## src/rtl/cdr_pkg.sv

```systemverilog
package cdr_pkg;

    localparam int unsigned WORD_ID   = 0;
    localparam int unsigned WORD_PROG = 1;
    localparam int unsigned WORD_STAT = 2;
    localparam int unsigned WORD_DEC  = 3;

    localparam int unsigned BIT_WP   = 0;
    localparam int unsigned BIT_CARD = 3;

    typedef enum logic [2:0] {
        ACC_NONE,
        ACC_RD_ID,
        ACC_RD_ZERO,
        ACC_RD_STAT,
        ACC_RD_DEC,
        ACC_WR_STAT,
        ACC_WR_IGN,
        ACC_BAD
    } acc_e;

endpackage

```

## src/rtl/cdr_sync.sv

```systemverilog
module cdr_sync #(
    parameter int unsigned STAGES = 2
) (
    input  logic clk,
    input  logic rst_n,
    input  logic din,
    output logic dout
);
    generate
        if (STAGES == 0) begin : g_bypass
            assign dout = din;
        end else if (STAGES == 1) begin : g_one
            logic s_d, s_q;
            always_comb s_d = din;
            always_ff @(posedge clk or negedge rst_n) begin
                if (!rst_n) s_q <= 1'b0;
                else        s_q <= s_d;
            end
            assign dout = s_q;
        end else begin : g_chain
            logic [STAGES-1:0] s_d, s_q;
            always_comb s_d = {s_q[STAGES-2:0], din};
            always_ff @(posedge clk or negedge rst_n) begin
                if (!rst_n) s_q <= '0;
                else        s_q <= s_d;
            end
            assign dout = s_q[STAGES-1];
        end
    endgenerate
endmodule

```

## src/rtl/cdr_rise_latch.sv

```systemverilog
module cdr_rise_latch (
    input  logic clk,
    input  logic rst_n,
    input  logic lvl,
    input  logic clr,
    output logic rise,
    output logic flag
);
    typedef struct packed {
        logic prev;
        logic flag;
    } st_t;

    st_t st_d, st_q;

    always_comb begin
        st_d      = st_q;
        rise      = lvl & ~st_q.prev;
        st_d.prev = lvl;
        // a new event outranks a clear in the same cycle
        st_d.flag = rise | (st_q.flag & ~clr);
    end

    always_ff @(posedge clk or negedge rst_n) begin
        if (!rst_n) st_q <= '0;
        else        st_q <= st_d;
    end

    assign flag = st_q.flag;
endmodule

```

## src/rtl/cdr_addr_dec.sv

```systemverilog
module cdr_addr_dec
    import cdr_pkg::*;
#(
    parameter int unsigned ADDR_W = 4
) (
    input  logic              sel,
    input  logic              wr,
    input  logic [ADDR_W-1:0] addr,
    output acc_e              kind
);
    always_comb begin
        kind = ACC_NONE;
        if (sel) begin
            kind = ACC_BAD;
            if (addr == ADDR_W'(WORD_ID)) begin
                kind = wr ? ACC_BAD : ACC_RD_ID;
            end else if (addr == ADDR_W'(WORD_PROG)) begin
                kind = wr ? ACC_WR_IGN : ACC_RD_ZERO;
            end else if (addr == ADDR_W'(WORD_STAT)) begin
                kind = wr ? ACC_WR_STAT : ACC_RD_STAT;
            end else if (addr == ADDR_W'(WORD_DEC)) begin
                kind = wr ? ACC_WR_IGN : ACC_RD_DEC;
            end
        end
    end
endmodule

```

## src/rtl/cdr_ctrl_regs.sv

```systemverilog
module cdr_ctrl_regs
    import cdr_pkg::*;
#(
    parameter int unsigned ADDR_W      = 4,
    parameter int unsigned DATA_W      = 32,
    parameter int unsigned SYNC_STAGES = 2,
    parameter logic [DATA_W-1:0] ID_WORD  = DATA_W'(32'h4103_4003),
    parameter logic [DATA_W-1:0] DEC_WORD = DATA_W'(32'h0000_0011)
) (
    input  logic              clk,
    input  logic              rst_n,
    input  logic              bus_sel,
    input  logic              bus_wr,
    input  logic [ADDR_W-1:0] bus_addr,
    input  logic [DATA_W-1:0] bus_wdata,
    output logic [DATA_W-1:0] bus_rdata,
    output logic              bus_err,
    input  logic              wp_in,
    input  logic              card_in,
    output logic              card_irq
);
    typedef struct packed {
        logic [DATA_W-1:0] rdata;
        logic              err;
    } rsp_t;

    rsp_t rsp_d, rsp_q;
    acc_e kind;
    logic wp_s, card_s;
    logic ev_rise, ev_flag, ev_clr;
    logic [DATA_W-1:0] stat_word;

    cdr_sync #(.STAGES(SYNC_STAGES)) u_wp_sync (
        .clk(clk), .rst_n(rst_n), .din(wp_in), .dout(wp_s)
    );

    cdr_sync #(.STAGES(SYNC_STAGES)) u_card_sync (
        .clk(clk), .rst_n(rst_n), .din(card_in), .dout(card_s)
    );

    cdr_addr_dec #(.ADDR_W(ADDR_W)) u_dec (
        .sel(bus_sel), .wr(bus_wr), .addr(bus_addr), .kind(kind)
    );

    assign ev_clr = (kind == ACC_WR_STAT) && bus_wdata[BIT_CARD];

    cdr_rise_latch u_card_latch (
        .clk(clk), .rst_n(rst_n), .lvl(card_s), .clr(ev_clr),
        .rise(ev_rise), .flag(ev_flag)
    );

    always_comb begin
        stat_word           = '0;
        stat_word[BIT_WP]   = wp_s;
        stat_word[BIT_CARD] = ev_flag;
    end

    always_comb begin
        rsp_d     = rsp_q;
        rsp_d.err = 1'b0;
        unique case (kind)
            ACC_RD_ID:   rsp_d.rdata = ID_WORD;
            ACC_RD_ZERO: rsp_d.rdata = '0;
            ACC_RD_STAT: rsp_d.rdata = stat_word;
            ACC_RD_DEC:  rsp_d.rdata = DEC_WORD;
            ACC_BAD: begin
                rsp_d.rdata = '0;
                rsp_d.err   = 1'b1;
            end
            default: ;
        endcase
    end

    always_ff @(posedge clk or negedge rst_n) begin
        if (!rst_n) rsp_q <= '0;
        else        rsp_q <= rsp_d;
    end

    assign bus_rdata = rsp_q.rdata;
    assign bus_err   = rsp_q.err;
    assign card_irq  = ev_flag;
endmodule

```

## config.mk

```make
export PLATFORM = sky130hd
export DESIGN_NAME = cdr_ctrl_regs
export DESIGN_NICKNAME = d
export VERILOG_FILES = /design/src/rtl/cdr_pkg.sv /design/src/rtl/cdr_sync.sv /design/src/rtl/cdr_rise_latch.sv /design/src/rtl/cdr_addr_dec.sv /design/src/rtl/cdr_ctrl_regs.sv
export SDC_FILE = /design/constraint.sdc
export NUM_CORES = 1
export LEC_CHECK = 0
export ABC_AREA = 1
export CAP_MARGIN = 20
export CORE_MARGIN = 2
export CORE_UTILIZATION = 30
export CTS_CLUSTER_DIAMETER = 80
export CTS_CLUSTER_SIZE = 12
export DETAILED_ROUTE_END_ITERATION = 8
export HOLD_SLACK_MARGIN = 0.12
export PLACE_DENSITY = 0.85
export SLEW_MARGIN = 20
export SYNTH_ARGS = -nofsm -noshare
export SYNTH_HDL_FRONTEND = slang
export SYNTH_HIERARCHICAL = 1
export SYNTH_SLANG_ARGS = --single-unit
```

## constraint.sdc

```tcl
create_clock -name clk -period 1.7 [get_ports clk]
set_input_delay 0.255 -clock clk [delete_from_list [all_inputs] [get_ports clk]]
set_output_delay 0.255 -clock clk [all_outputs]
set_load 0.01 [all_outputs]
```

==> Word level (Yosys, flattened, before mapping) <==
Index checks and enable logic that the tools add are counted.
W data, S select, Z words.
{ "totals": {"ff_bits": 39, "latchBits": 0, "ramBits": 0, "rom_bits": 0, "input_bits": 42, "output_inout_bits": 34, "wordCells": 35, "n_memories": 0} }
{ "op_classes": {"addsub": 0, "n_mul": 0, "div": 0, "order_cmp": 0, "eq_ne": 9, "shift": 0, "mux": 11, "bitwise_logic": 5, "reduce_logical": 4} }
{ "ops": {"columns": ["operator", "count"], "rows": [
  ["$pmux W32 S4", 1],
  ["$mux W3", 8],
  ["$eq A3 B3 Y1 const B", 3],
  ["$eq A4 B2 Y1 const B", 2],
  ["$eq A3 B2 Y1 const B", 2],
  ["$eq A4 B1 Y1 const B", 1],
  ["$logic_not A4 Y1", 1],
  ["$reduce_bool A4 Y1", 1],
  ["$eq A3 B1 Y1 const B", 1],
  ["$and A1 B1 Y1", 2],
  ["$mux W2", 1],
  ["$not A1 Y1", 2],
  ["$reduce_or A2 Y1", 1],
  ["$logic_and A1 B1 Y1", 1],
  ["$mux W1", 1],
  ["$or A1 B1 Y1", 1]
]} }

==> Longest topological paths before layout <==
Gate-level depths: netlist of run 1.
{ "logic_depth": {"depth_word": 11, "mapped_depth": 13, "depth_no_buf": 13} }

==> Hierarchy <==
Netlist of run 1, hierarchy kept.
{ "by_module_without_submodules": {"columns": ["mod", "instances", "cells_each", "area_each_um2", "seq_area_each_um2"], "rows": [
  ["cdr_ctrl_regs", 1, 60, 473.0, 125.1],
  ["cdr_sync", 2, 2, 50.0, 50.0],
  ["cdr_rise_latch", 1, 8, 75.1, 50.0],
  ["cdr_addr_dec", 1, 16, 65.1, 0.0]
]} }

==> Least setup slack after synthesis of run 1 <==
OpenSTA, ideal clock, no wires.
{ "synth_path": {"path_kind": "input -> register", "startpoint": "input port bus_wr", "endpoint": "register rsp_q, in the netlist bus_rdata[0]", "arrival_ps": 1158, "t_required_ps": 1582, "slack_ps": 425, "cell_stages": 12, "n_path_buf": 0, "cell_sequence": "inv_1 > nand3_1 > nand2_1 > nor2_1 > nor2_1 > inv_2 > nand2_2 > nand3_2 > nand2_4 > nand2_2 > nand2_1 > nand2_1"} }
{ "synth_via": {"elab_chain_cells": 9, "word_cells_on_any_way": 17, "classes_between": "5 x eq/ne; 10 x mux; 2 x reduce/logical"} }
{ "synth_rtl": {"columns": ["element", "line_no", "text"], "rows": [
  ["start: declaration", "cdr_ctrl_regs.sv:13", "input logic bus_wr,"],
  ["$mux W2", "cdr_addr_dec.sv:22", "kind = wr ? ACC_WR_IGN : ACC_RD_DEC;"],
  ["$mux W3", "cdr_addr_dec.sv:21", "end else if (addr == ADDR_W'(WORD_DEC)) begin"],
  ["$mux W3", "cdr_addr_dec.sv:19", "end else if (addr == ADDR_W'(WORD_STAT)) begin"],
  ["$mux W3", "cdr_addr_dec.sv:17", "end else if (addr == ADDR_W'(WORD_PROG)) begin"],
  ["$mux W3 (*)", "cdr_addr_dec.sv:15", "if (addr == ADDR_W'(WORD_ID)) begin"],
  ["$mux W3 (*)", "cdr_addr_dec.sv:13", "if (sel) begin"],
  ["via kind[1]", "cdr_ctrl_regs.sv:28", "acc_e kind;"],
  ["$eq A3 B3 Y1 / $eq A3 B2 Y1 (equally long branches)", "cdr_ctrl_regs.sv:61", "unique case (kind)"],
  ["$reduce_or A2 Y1 (no source line)", null, null],
  ["$pmux W32 S4 / $reduce_bool A4 Y1 (equally long branches)", null, null],
  ["end signal: assignment", "cdr_ctrl_regs.sv:76", "else rsp_q <= rsp_d;"],
  ["end: declaration", "cdr_ctrl_regs.sv:27", "rsp_t rsp_d, rsp_q;"]
]} }
Mark *: on every way through the listed nets, which the timed path passes. The rest lies on a longest branch. The select of a mux whose other input is x is not followed.
A chain may end at the register's enable or synchronous reset.

==> Worst setup path after layout of run 1 <==
{ "layout_path": {"startpoint": "input port bus_addr[1]", "endpoint": "register rsp_q, in the netlist bus_rdata[24]"} }
{ "layout_via": {"elab_chain_cells": 9, "word_cells_on_any_way": 17, "classes_between": "8 x eq/ne; 6 x mux; 3 x reduce/logical"} }
{ "layout_rtl": {"columns": ["element", "line_no", "text"], "rows": [
  ["start: declaration", "cdr_ctrl_regs.sv:14", "input logic [ADDR_W-1:0] bus_addr,"],
  ["$eq A4 B2 Y1", "cdr_addr_dec.sv:21", null],
  ["$mux W3", "cdr_addr_dec.sv:21", null],
  ["$mux W3", "cdr_addr_dec.sv:19", null],
  ["$mux W3", "cdr_addr_dec.sv:17", null],
  ["$mux W3 (*)", "cdr_addr_dec.sv:15", null],
  ["$mux W3 (*)", "cdr_addr_dec.sv:13", null],
  ["via kind[1]", "cdr_ctrl_regs.sv:28", null],
  ["$eq A3 B3 Y1 / $eq A3 B2 Y1 (equally long branches)", "cdr_ctrl_regs.sv:61", null],
  ["$reduce_or A2 Y1 (no source line)", null, null],
  ["$pmux W32 S4 / $reduce_bool A4 Y1 (equally long branches)", null, null]
]} }
Marked as above.

==> impl_metrics.env, run 1 <==
export IMPL_clock_latency_ns=0.27
export IMPL_hpwl_um=932
export IMPL_endpoint_kind="flop"
export IMPL_wl_per_cell_um=7.80
export IMPL_htreeDepth=1
export IMPL_startpoint_type="primary input"
export IMPL_maxCapViolCount=0
export IMPL_start_util_pct=31.8
export IMPL_pwr_share_seq_pct=45.0
export IMPL_cts_sinks=11
export IMPL_combPwrFrac_pct=28.7
export IMPL_cts_tree="done"
export IMPL_ys_warn_count=6
export IMPL_hold_path_class="in2async"
export IMPL_final_cell_mix="conb_1 (23), clkdlybuf4s50_1 (21), nand2_1 (15)"
export IMPL_status="completed"
export IMPL_grt_pass1_vias=440
export IMPL_fin_area_sq_um=887
export IMPL_dp_slack_ns=-0.186
export IMPL_fp_dieH_um=52.6
export IMPL_vias_per_cell=3.86
export IMPL_drv_slew=0
export IMPL_cts_path_max_buffers=2
export IMPL_drtPass1Iterations=3
export IMPL_crit_fanout=6
export IMPL_dieWidth_um=52.6
export IMPL_fillers=225
export IMPL_rr_worst_depth=4
export IMPL_arrival_ns=1.66
export IMPL_crit_start="bus_addr[1]"
export IMPL_die_area_sq_um=2770
export IMPL_finalCritPeriodShare_pct=89.0
export IMPL_final_nets=153
export IMPL_drc=0
export IMPL_finalCriticalPeriod_ns=1.51
export IMPL_area_delta_synth_final_pct=25.0
export IMPL_power_total_mw=0.656
export IMPL_area_sequential_sq_um=275
export IMPL_tns_ns=0
export IMPL_cts_buffers=3
export IMPL_port_buffers=21
export IMPL_cts_setup_buffers=0
export IMPL_dpl_cell_area_sq_um=857
export IMPL_first_iter_violations=1
export IMPL_peakVddDrop_mv=0.512
export IMPL_r2r_start="u_wp_sync/g_chain.s_q[1]"
export IMPL_internal_power_mw=0.462
export IMPL_power_density_nw_per_um2=739
export IMPL_p_sw_share_pct=29.6
export IMPL_place_gp_congestion=0.704
export IMPL_fmax_mhz=661
export IMPL_clock_skew_ns=0.0101
export IMPL_grt_max_degree=12
export IMPL_grtUsageTotal_pct=8.58
export IMPL_core_sq_um=2230
export IMPL_netlist_area_sq_um=709
export IMPL_p_clk_share_pct=26.3
export IMPL_crit_type="in2reg"
export IMPL_setup_violations=0
export IMPL_power_leakage_nw=0.459
export IMPL_fin_ws_ns=0.186
export IMPL_pin_count=76
export IMPL_cp_required_ns=1.85
export IMPL_wl_um=1080
export IMPL_drive_above_1_share_pct=15.5
export IMPL_antenna_found_initial=0
export IMPL_ant_nets=0
export IMPL_cts_root_buffer="clkbuf_4"
export IMPL_grt_pass1_wl_um=1740
export IMPL_r2r_end="bus_rdata[0]"
export IMPL_netlist_instances=87
export IMPL_gr_total_overflow=0
export IMPL_vias=532
export IMPL_hold_violations=0
export IMPL_antenna_cells=0
export IMPL_regToRegSetupSlack_ns=0.95
export IMPL_multi_input_area_sq_um=275
export IMPL_p_sw_mw=0.194
export IMPL_cp_endpoint="bus_rdata[24]"
export IMPL_avgSynthCellArea_sq_um=8.15
export IMPL_path_clk_slew_ns=0.07
export IMPL_row_count=17
export IMPL_layout_commonest_cell="conb_1"
export IMPL_rsz0062_at_grt="no"
[worst max-delay path: stages]
cell and delay [ns]:
clkdlybuf4s50_1 0.52, nand2_1 0.07, nand2_1 0.06, nand2_1 0.05, nor2_1 0.15, nor2_2 0.08, inv_2 0.09, nand3_1 0.19
nand3_1 0.15, nand2_1 0.05
[state kept, by name (all words and copies together) (netlist names)]
register / flops
u_wp_sync/g_chain.s_q: 2
u_card_latch/st_q: 1
u_card_latch/flag: 1
bus_rdata: 4
u_card_sync/g_chain.s_q: 2
bus_err: 1
[power by group through the flow]
stage / clock [mW] / sequential [mW] / combinational, mW
after floorplan: 0 / 0.306 / 0.136
after global placement: 0 / 0.299 / 0.184
after detailed placement: 0 / 0.301 / 0.189
after CTS: 0.183 / 0.296 / 0.189
after global routing: 0.197 / 0.298 / 0.211
final: 0.173 / 0.295 / 0.188
[worst min-delay path by stage]
stage,startpoint,to,slack [ns],cells past startpoint
after floorplan,rst_n,bus_err,-0.04,0
after global placement,u_wp_sync/g_chain.s_q[0],u_wp_sync/g_chain.s_q[1],0.33,0
after detailed placement,u_wp_sync/g_chain.s_q[0],u_wp_sync/g_chain.s_q[1],0.34,0
after CTS,rst_n,u_card_sync/g_chain.s_q[0],0.31,1
after global routing,rst_n,u_card_sync/g_chain.s_q[0],0.34,1
final,rst_n,u_wp_sync/g_chain.s_q[1],0.30,1
[metrics by stage]
stage | util (%) | hold slack [ns] | instances
after floorplan | - | -0.0406 | 109
after global placement | 38.4 | 0.333 | 134
after detailed placement | 38.4 | 0.337 | 134
after CTS | 39.6 | 0.307 | 138
after global routing | 39.7 | 0.337 | 138
final | 39.7 | 0.299 | 138
[routing by layer]
| layer | vias to the layer above | wire, um | global-route usage [%] | part of all wire (%) |
|---|---|---|---|---|
| met4 | 0 | 0 | 1.28 | 0 |
| met5 | - | 0 | 0 | 0 |
| met2 | 32 | 567 | 16.7 | 53 |
| met1 | 233 | 374 | 7.85 | 35 |
| met3 | 0 | 135 | 4.57 | 13 |
| li1 | 267 | - | - | - |
[what timing repair did]
item | CTS | global route
hold buffers | 0 | 0
hold endpoints to repair | 0 | 0
gates resized for setup | 0 | 1
setup endpoints to repair | 0 | 1
[layout make-up]
cell class              instances  area share (%)
multi-input cells              61            31.0
inverters                       9            3.81
repair buffers                 25            27.1
flip-flops and latches         11            31.0
clock inverters                 1           0.564
well taps                      28            3.95
clock buffers                   3            2.54
Power figures use the tool's default switching activity.
==> run 2, diff against run 1 <==
--- a/config.mk
+++ b/config.mk
@@ -8,14 +8,13 @@
 export ABC_AREA = 1
 export CAP_MARGIN = 20
 export CORE_MARGIN = 2
-export CORE_UTILIZATION = 30
+export CORE_UTILIZATION = 31
 export CTS_CLUSTER_DIAMETER = 80
 export CTS_CLUSTER_SIZE = 12
 export DETAILED_ROUTE_END_ITERATION = 8
 export HOLD_SLACK_MARGIN = 0.12
-export PLACE_DENSITY = 0.85
+export PLACE_DENSITY = 0.86
 export SLEW_MARGIN = 20
 export SYNTH_ARGS = -nofsm -noshare
 export SYNTH_HDL_FRONTEND = slang
-export SYNTH_HIERARCHICAL = 1
 export SYNTH_SLANG_ARGS = --single-unit
==> constraint.sdc (replaced) <==
create_clock -name clk -period 1.7 [get_ports clk]
set_input_delay 0.255 -clock clk [delete_from_list [all_inputs] [get_ports clk]]
set_output_delay 0.255 -clock clk [all_outputs]
set_load 0.1 [all_outputs]
==> impl_metrics.env, run 2 <==
export IMPL_critPathMaxStageDelay_ns=0.70
export IMPL_final_cell_mix="conb_1 (23), nand2_1 (17), dfrtp_1 (11), buf_12 (11), clkdlybuf4s50_1 (10)"
export IMPL_synth_compound_area_share_pct=2.39
export IMPL_cts_tree="done"
export IMPL_fmax_mhz=678
export IMPL_cp_required_ns=1.44
export IMPL_rsz0062_at_grt="no"
export IMPL_drv_slew=0
export IMPL_ys_async_sr_fraction_pct=100
export IMPL_place_gp_congestion=0.728
export IMPL_crit_type="reg2out"
export IMPL_r2r_end="bus_rdata[24]"
export IMPL_multi_input_area_sq_um=304
export IMPL_dieWidth_um=52.6
export IMPL_ys_top_cells_by_area="dfrtp_1 (38%), buf_4 (29%), nand2_1 (8.7%)"
export IMPL_synth_top_area_share_pct=37.5
export IMPL_netlist_area_sq_um=733
export IMPL_dp_slack_ns=0.0582
export IMPL_ys_top_cells_by_count="buf_4 (28), nand2_1 (17), dfrtp_1 (11)"
export IMPL_crit_chain="buf_12"
export IMPL_startpoint_type="flop"
export IMPL_tightest_slew_ns=0.559
export IMPL_antenna_cells=0
export IMPL_clock_latency_ns=0.27
export IMPL_port_buffers=21
export IMPL_area_sequential_sq_um=275
export IMPL_path_clk_slew_ns=0.07
export IMPL_cts_sinks=11
export IMPL_cts_hold_buf=0
export IMPL_cts_root_buffer="clkbuf_4"
export IMPL_rr_worst_depth=2
export IMPL_drive_above_1_share_pct=20.8
export IMPL_fillers=228
export IMPL_vias=553
export IMPL_setup_violations=0
export IMPL_pin_count=76
export IMPL_finalCriticalPeriod_ns=1.48
export IMPL_dp_cells=130
export IMPL_finalCritPeriodShare_pct=86.8
export IMPL_first_iter_violations=3
export IMPL_netlist_instances=87
export IMPL_peakVddDrop_mv=0.465
export IMPL_arrival_ns=1.22
export IMPL_cts_buffers=3
export IMPL_regToRegSetupSlack_ns=0.71
export IMPL_fin_cells=134
export IMPL_r2r_start="bus_rdata[24]"
export IMPL_critical_path_buf_inv_count=1
export IMPL_hpwl_um=1040
export IMPL_ant_nets=0
export IMPL_final_util_pct=44.2
export IMPL_ys_ff_latch=11
export IMPL_ys_warn_count=0
export IMPL_wl_um=1190
export IMPL_layout_commonest_cell="conb_1"
export IMPL_cts_setup_buffers=0
export IMPL_drc=0
export IMPL_hold_path_class="in2async"
export IMPL_yosysUniqueCellTypes=19
export IMPL_row_count=17
export IMPL_synthAdderAreaFrac_pct=0
export IMPL_synthFlopType="dfrtp_1"
export IMPL_grtUsageTotal_pct=10.6
export IMPL_endpoint_kind="output port"
export IMPL_vias_per_cell=4.13
export IMPL_antenna_found_initial=0
export IMPL_fp_dieH_um=52.6
export IMPL_final_nets=149
export IMPL_synth_top_family_by_area="buffers and inverters"
export IMPL_wl_per_cell_um=8.84
export IMPL_power_leakage_nw=0.491
export IMPL_cts_resized=0
export IMPL_grt_max_degree=12
export IMPL_netlist_top_cell_by_area="dfrtp_1"
export IMPL_drtPass1Iterations=2
export IMPL_die_area_sq_um=2770
export IMPL_cts_path_max_buffers=2
export IMPL_avgSynthCellArea_sq_um=8.43
export IMPL_status="completed"
export IMPL_crit_family="flip-flops"
export IMPL_grt_pass1_vias=509
export IMPL_yosysSeqAreaShare_pct=37.5
export IMPL_maxCapViolCount=0
export IMPL_power_density_nw_per_um2=968
export IMPL_clock_skew_ns=0.00355
export IMPL_whs_ns=0.303
export IMPL_fin_ws_ns=0.225
export IMPL_critPathSlowestCell="dfrtp_1"
export IMPL_largest_register_ff_count=4
export IMPL_htreeDepth=1
export IMPL_grt_pass1_wl_um=2110
export IMPL_core_sq_um=2230
export IMPL_synthXorXnorAreaFrac_pct=0
export IMPL_tns_ns=0
export IMPL_slew_headroom_pct=62.8
export IMPL_synthMuxAreaShare_pct=0
export IMPL_gr_total_overflow=0
export IMPL_synth_edff_count=0
export IMPL_crit_fanout=7
export IMPL_yosys_area_share_simple_pct=27.3
export IMPL_start_util_pct=32.8
export IMPL_area_delta_synth_final_pct=34.6
export IMPL_post_synth_top_count_cell="buf_4"
export IMPL_hold_violations=0
run 2: how the worst max path moves through the flow:
stage / from / to / slack (ns) / cells after the start
3_5_place_dp: bus_sel / bus_rdata[0] / 0.06 / 5
3_3_place_gp: bus_sel / bus_rdata[3] / 0.11 / 5
2_1_floorplan: bus_rdata[24] / bus_rdata[14] / 0.04 / 1
6_report: bus_rdata[24] / bus_rdata[30] / 0.22 / 1
5_1_grt: bus_rdata[24] / bus_rdata[1] / 0.15 / 1
4_1_cts: bus_rdata[24] / bus_rdata[30] / 0.20 / 1
run 2: where the power goes:
group	switching, mW	total [mW]	internal [mW]
Clock	0.0858	0.177	0.0909
Combinational	0.387	0.484	0.0968
Sequential	0.0170	0.295	0.278
run 2: metrics by stage:
step	instance area [sq um]	total power, mW
2_1_floorplan	816	0.717
3_3_place_gp	961	0.780
3_5_place_dp	961	0.786
4_1_cts	987	0.967
5_1_grt	987	0.999
6_report	987	0.956
run 2: kinds of logic after synthesis:
family          count (synthesis)
simple gates                   37
buf+inv                        35
flops                          11
compound gates                  3
other cells                     1
run 2: final cells by class:
class                           count  share of cell area, %
Inverter                            7                   2.66
Tap cell                           28                   3.55
Multi-Input combinational cell     63                   30.8
Sequential cell                    11                   27.9
Clock buffer                        4                   2.66
Timing Repair Buffer               21                   32.4
run 2: metal layers:
layer	track usage, %	wire [um]	vias up
met5	0	0	-
met2	17.5	619	34
met1	10.9	429	251
met3	5.43	123	2
met4	5.13	13	0
li1	-	-	266
==> run 3, diff against run 2 <==
--- a/config.mk
+++ b/config.mk
@@ -8,12 +8,12 @@
 export ABC_AREA = 1
 export CAP_MARGIN = 20
 export CORE_MARGIN = 2
-export CORE_UTILIZATION = 31
+export CORE_UTILIZATION = 26
 export CTS_CLUSTER_DIAMETER = 80
 export CTS_CLUSTER_SIZE = 12
 export DETAILED_ROUTE_END_ITERATION = 8
 export HOLD_SLACK_MARGIN = 0.12
-export PLACE_DENSITY = 0.86
+export PLACE_DENSITY = 0.77
 export SLEW_MARGIN = 20
 export SYNTH_ARGS = -nofsm -noshare
 export SYNTH_HDL_FRONTEND = slang
==> constraint.sdc (replaced) <==
create_clock -name clk -period 1.24 [get_ports clk]
set_input_delay 0.186 -clock clk [delete_from_list [all_inputs] [get_ports clk]]
set_output_delay 0.186 -clock clk [all_outputs]
set_load 0.1 [all_outputs]
==> impl_metrics.env, run 3 (synthesis results as in run 2) <==
export IMPL_drive_above_1_share_pct=31.8
export IMPL_fp_dieH_um=57.1
export IMPL_fin_ws_ns=0.00515
export IMPL_place_gp_congestion=0.804
export IMPL_drtPass1Iterations=4
export IMPL_crit_fanout=7
export IMPL_clock_latency_ns=0.27
export IMPL_antenna_cells=0
export IMPL_path_clk_slew_ns=0.07
export IMPL_internal_power_mw=0.649
export IMPL_antenna_found_initial=0
export IMPL_dp_slack_ns=-0.342
export IMPL_fmax_mhz=810
export IMPL_dieWidth_um=57.1
export IMPL_cts_tree="done"
export IMPL_vias=585
export IMPL_met2_usage_pct=17.2
export IMPL_largest_register_ff_count=4
export IMPL_grt_pass1_wl_um=2190
export IMPL_drv_slew=0
export IMPL_crit_chain="buf_12"
export IMPL_htreeDepth=1
export IMPL_critPathSlowestCell="dfrtp_4"
export IMPL_gr_total_overflow=0
export IMPL_r2r_start="bus_rdata[24]"
export IMPL_setup_violations=0
export IMPL_busiest_layer="met2"
export IMPL_status="completed"
export IMPL_core_sq_um=2710
export IMPL_hold_violations=0
export IMPL_vias_per_cell=4.15
export IMPL_wl_um=1400
export IMPL_row_count=19
export IMPL_power_density_nw_per_um2=1240
export IMPL_pwr_share_seq_pct=30.3
export IMPL_fin_cells=141
export IMPL_cts_path_max_buffers=2
export IMPL_cts_sinks=11
export IMPL_hpwl_um=1180
export IMPL_p_clk_share_pct=18.3
export IMPL_gr_usage_met1_pct=8.38
export IMPL_rsz0062_at_grt="yes"
export IMPL_grt_pass1_vias=543
export IMPL_port_buffers=21
export IMPL_cp_required_ns=1.05
export IMPL_combPwrFrac_pct=51.4
export IMPL_crit_family="flip-flops"
export IMPL_cts_root_buffer="clkbuf_4"
export IMPL_grtUsageTotal_pct=8.88
export IMPL_clock_skew_ns=0.00279
export IMPL_critPathMaxStageDelay_ns=0.57
export IMPL_p_sw_mw=0.692
export IMPL_layout_commonest_cell="conb_1"
export IMPL_grt_max_degree=12
export IMPL_pin_count=76
export IMPL_rr_worst_depth=2
export IMPL_critical_path_buf_inv_count=1
export IMPL_final_cell_mix="conb_1 (23), nand2_1 (15), buf_12 (11)"
export IMPL_start_util_pct=27.1
export IMPL_use_met3_pct=2.72
export IMPL_cts_buffers=3
export IMPL_p_sw_share_pct=51.6
export IMPL_dp_cells=136
export IMPL_area_delta_synth_final_pct=47.4
export IMPL_drc=0
export IMPL_finalCriticalPeriod_ns=1.23
export IMPL_final_util_pct=39.9
export IMPL_finalCritPeriodShare_pct=99.6
export IMPL_power_leakage_nw=0.549
export IMPL_maxCapViolCount=0
export IMPL_first_iter_violations=10
export IMPL_peakVddDrop_mv=0.811
export IMPL_endpoint_kind="output port"
export IMPL_hold_path_class="in2async"
export IMPL_ant_nets=0
export IMPL_final_nets=153
export IMPL_startpoint_type="flop"
export IMPL_crit_type="reg2out"
export IMPL_die_area_sq_um=3260
export IMPL_wl_per_cell_um=9.96
export IMPL_arrival_ns=1.05
export IMPL_fillers=274
export IMPL_r2r_end="bus_rdata[24]"
export IMPL_regToRegSetupSlack_ns=0.39
## run 3: cell types whose count changed in the layout (fill, tap and decap cells not counted), sizes merged
cell / previous run / this run
dlygate4sd2: 0 / 2
dlymetal6s2s: 0 / 3
clkdlybuf4s50: 10 / 5
buf: 11 / 15
## run 3: power groups by stage
| stage | registers (mW) | clock network, mW | logic [mW] |
|---|---|---|---|
| 3_3_place_gp | 0.413 | 0 | 0.668 |
| 2_1_floorplan | 0.504 | 0 | 0.480 |
| 6_report | 0.406 | 0.245 | 0.690 |
| 4_1_cts | 0.407 | 0.258 | 0.680 |
| 3_5_place_dp | 0.414 | 0 | 0.675 |
| 5_1_grt | 0.409 | 0.269 | 0.711 |
## run 3: worst max-delay path by stage
stage                                 start           endpoint  slack [ns]  depth (start not counted)
after floorplan           u_card_latch.flag       bus_rdata[3]       0.005                          2
after global placement          bus_addr[0]       bus_rdata[0]       -0.29                          8
after detailed placement        bus_addr[0]  u_card_latch.flag       -0.34                          9
after CTS                     bus_rdata[24]      bus_rdata[24]      -0.003                          1
after global routing          bus_rdata[24]      bus_rdata[24]       -0.01                          1
final                         bus_rdata[24]      bus_rdata[24]       0.005                          1
## run 3: cell type report
class / instances / area (sq um) / area share (%)
clock buffers: 4 / 26.3 / 2.43
multi-input cells: 63 / 355 / 32.9
repair buffers: 25 / 355 / 32.9
inverters: 7 / 26.3 / 2.43
well taps: 31 / 38.8 / 3.59
flip-flops and latches: 11 / 279 / 25.8
## run 3: per-layer routing
metal / wire length [um] / vias to the layer above
met5: 0 / -
met4: 32 / 0
met3: 106 / 7
met2: 827 / 29
met1: 437 / 275
li1: - / 274
## run 3: timing repair
item | 4_1_cts | 5_1_grt
buffers inserted | 0 | 1
endpoints found under the setup margin | 11 | 12
pin swaps | 3 | 5
resized for setup | 8 | 9
hold buffers | 0 | 0
## run 3: stage by stage
step	total power [mW]	hold slack (ns)	instance area, sq um	TNS [ns]
2_1_floorplan	0.984	-0.110	820	0
3_3_place_gp	1.08	0.333	991	-1.44
3_5_place_dp	1.09	0.344	991	-1.78
4_1_cts	1.35	0.253	1040	-0.0140
5_1_grt	1.39	0.271	1080	-0.0720
6_report	1.34	0.243	1080	0
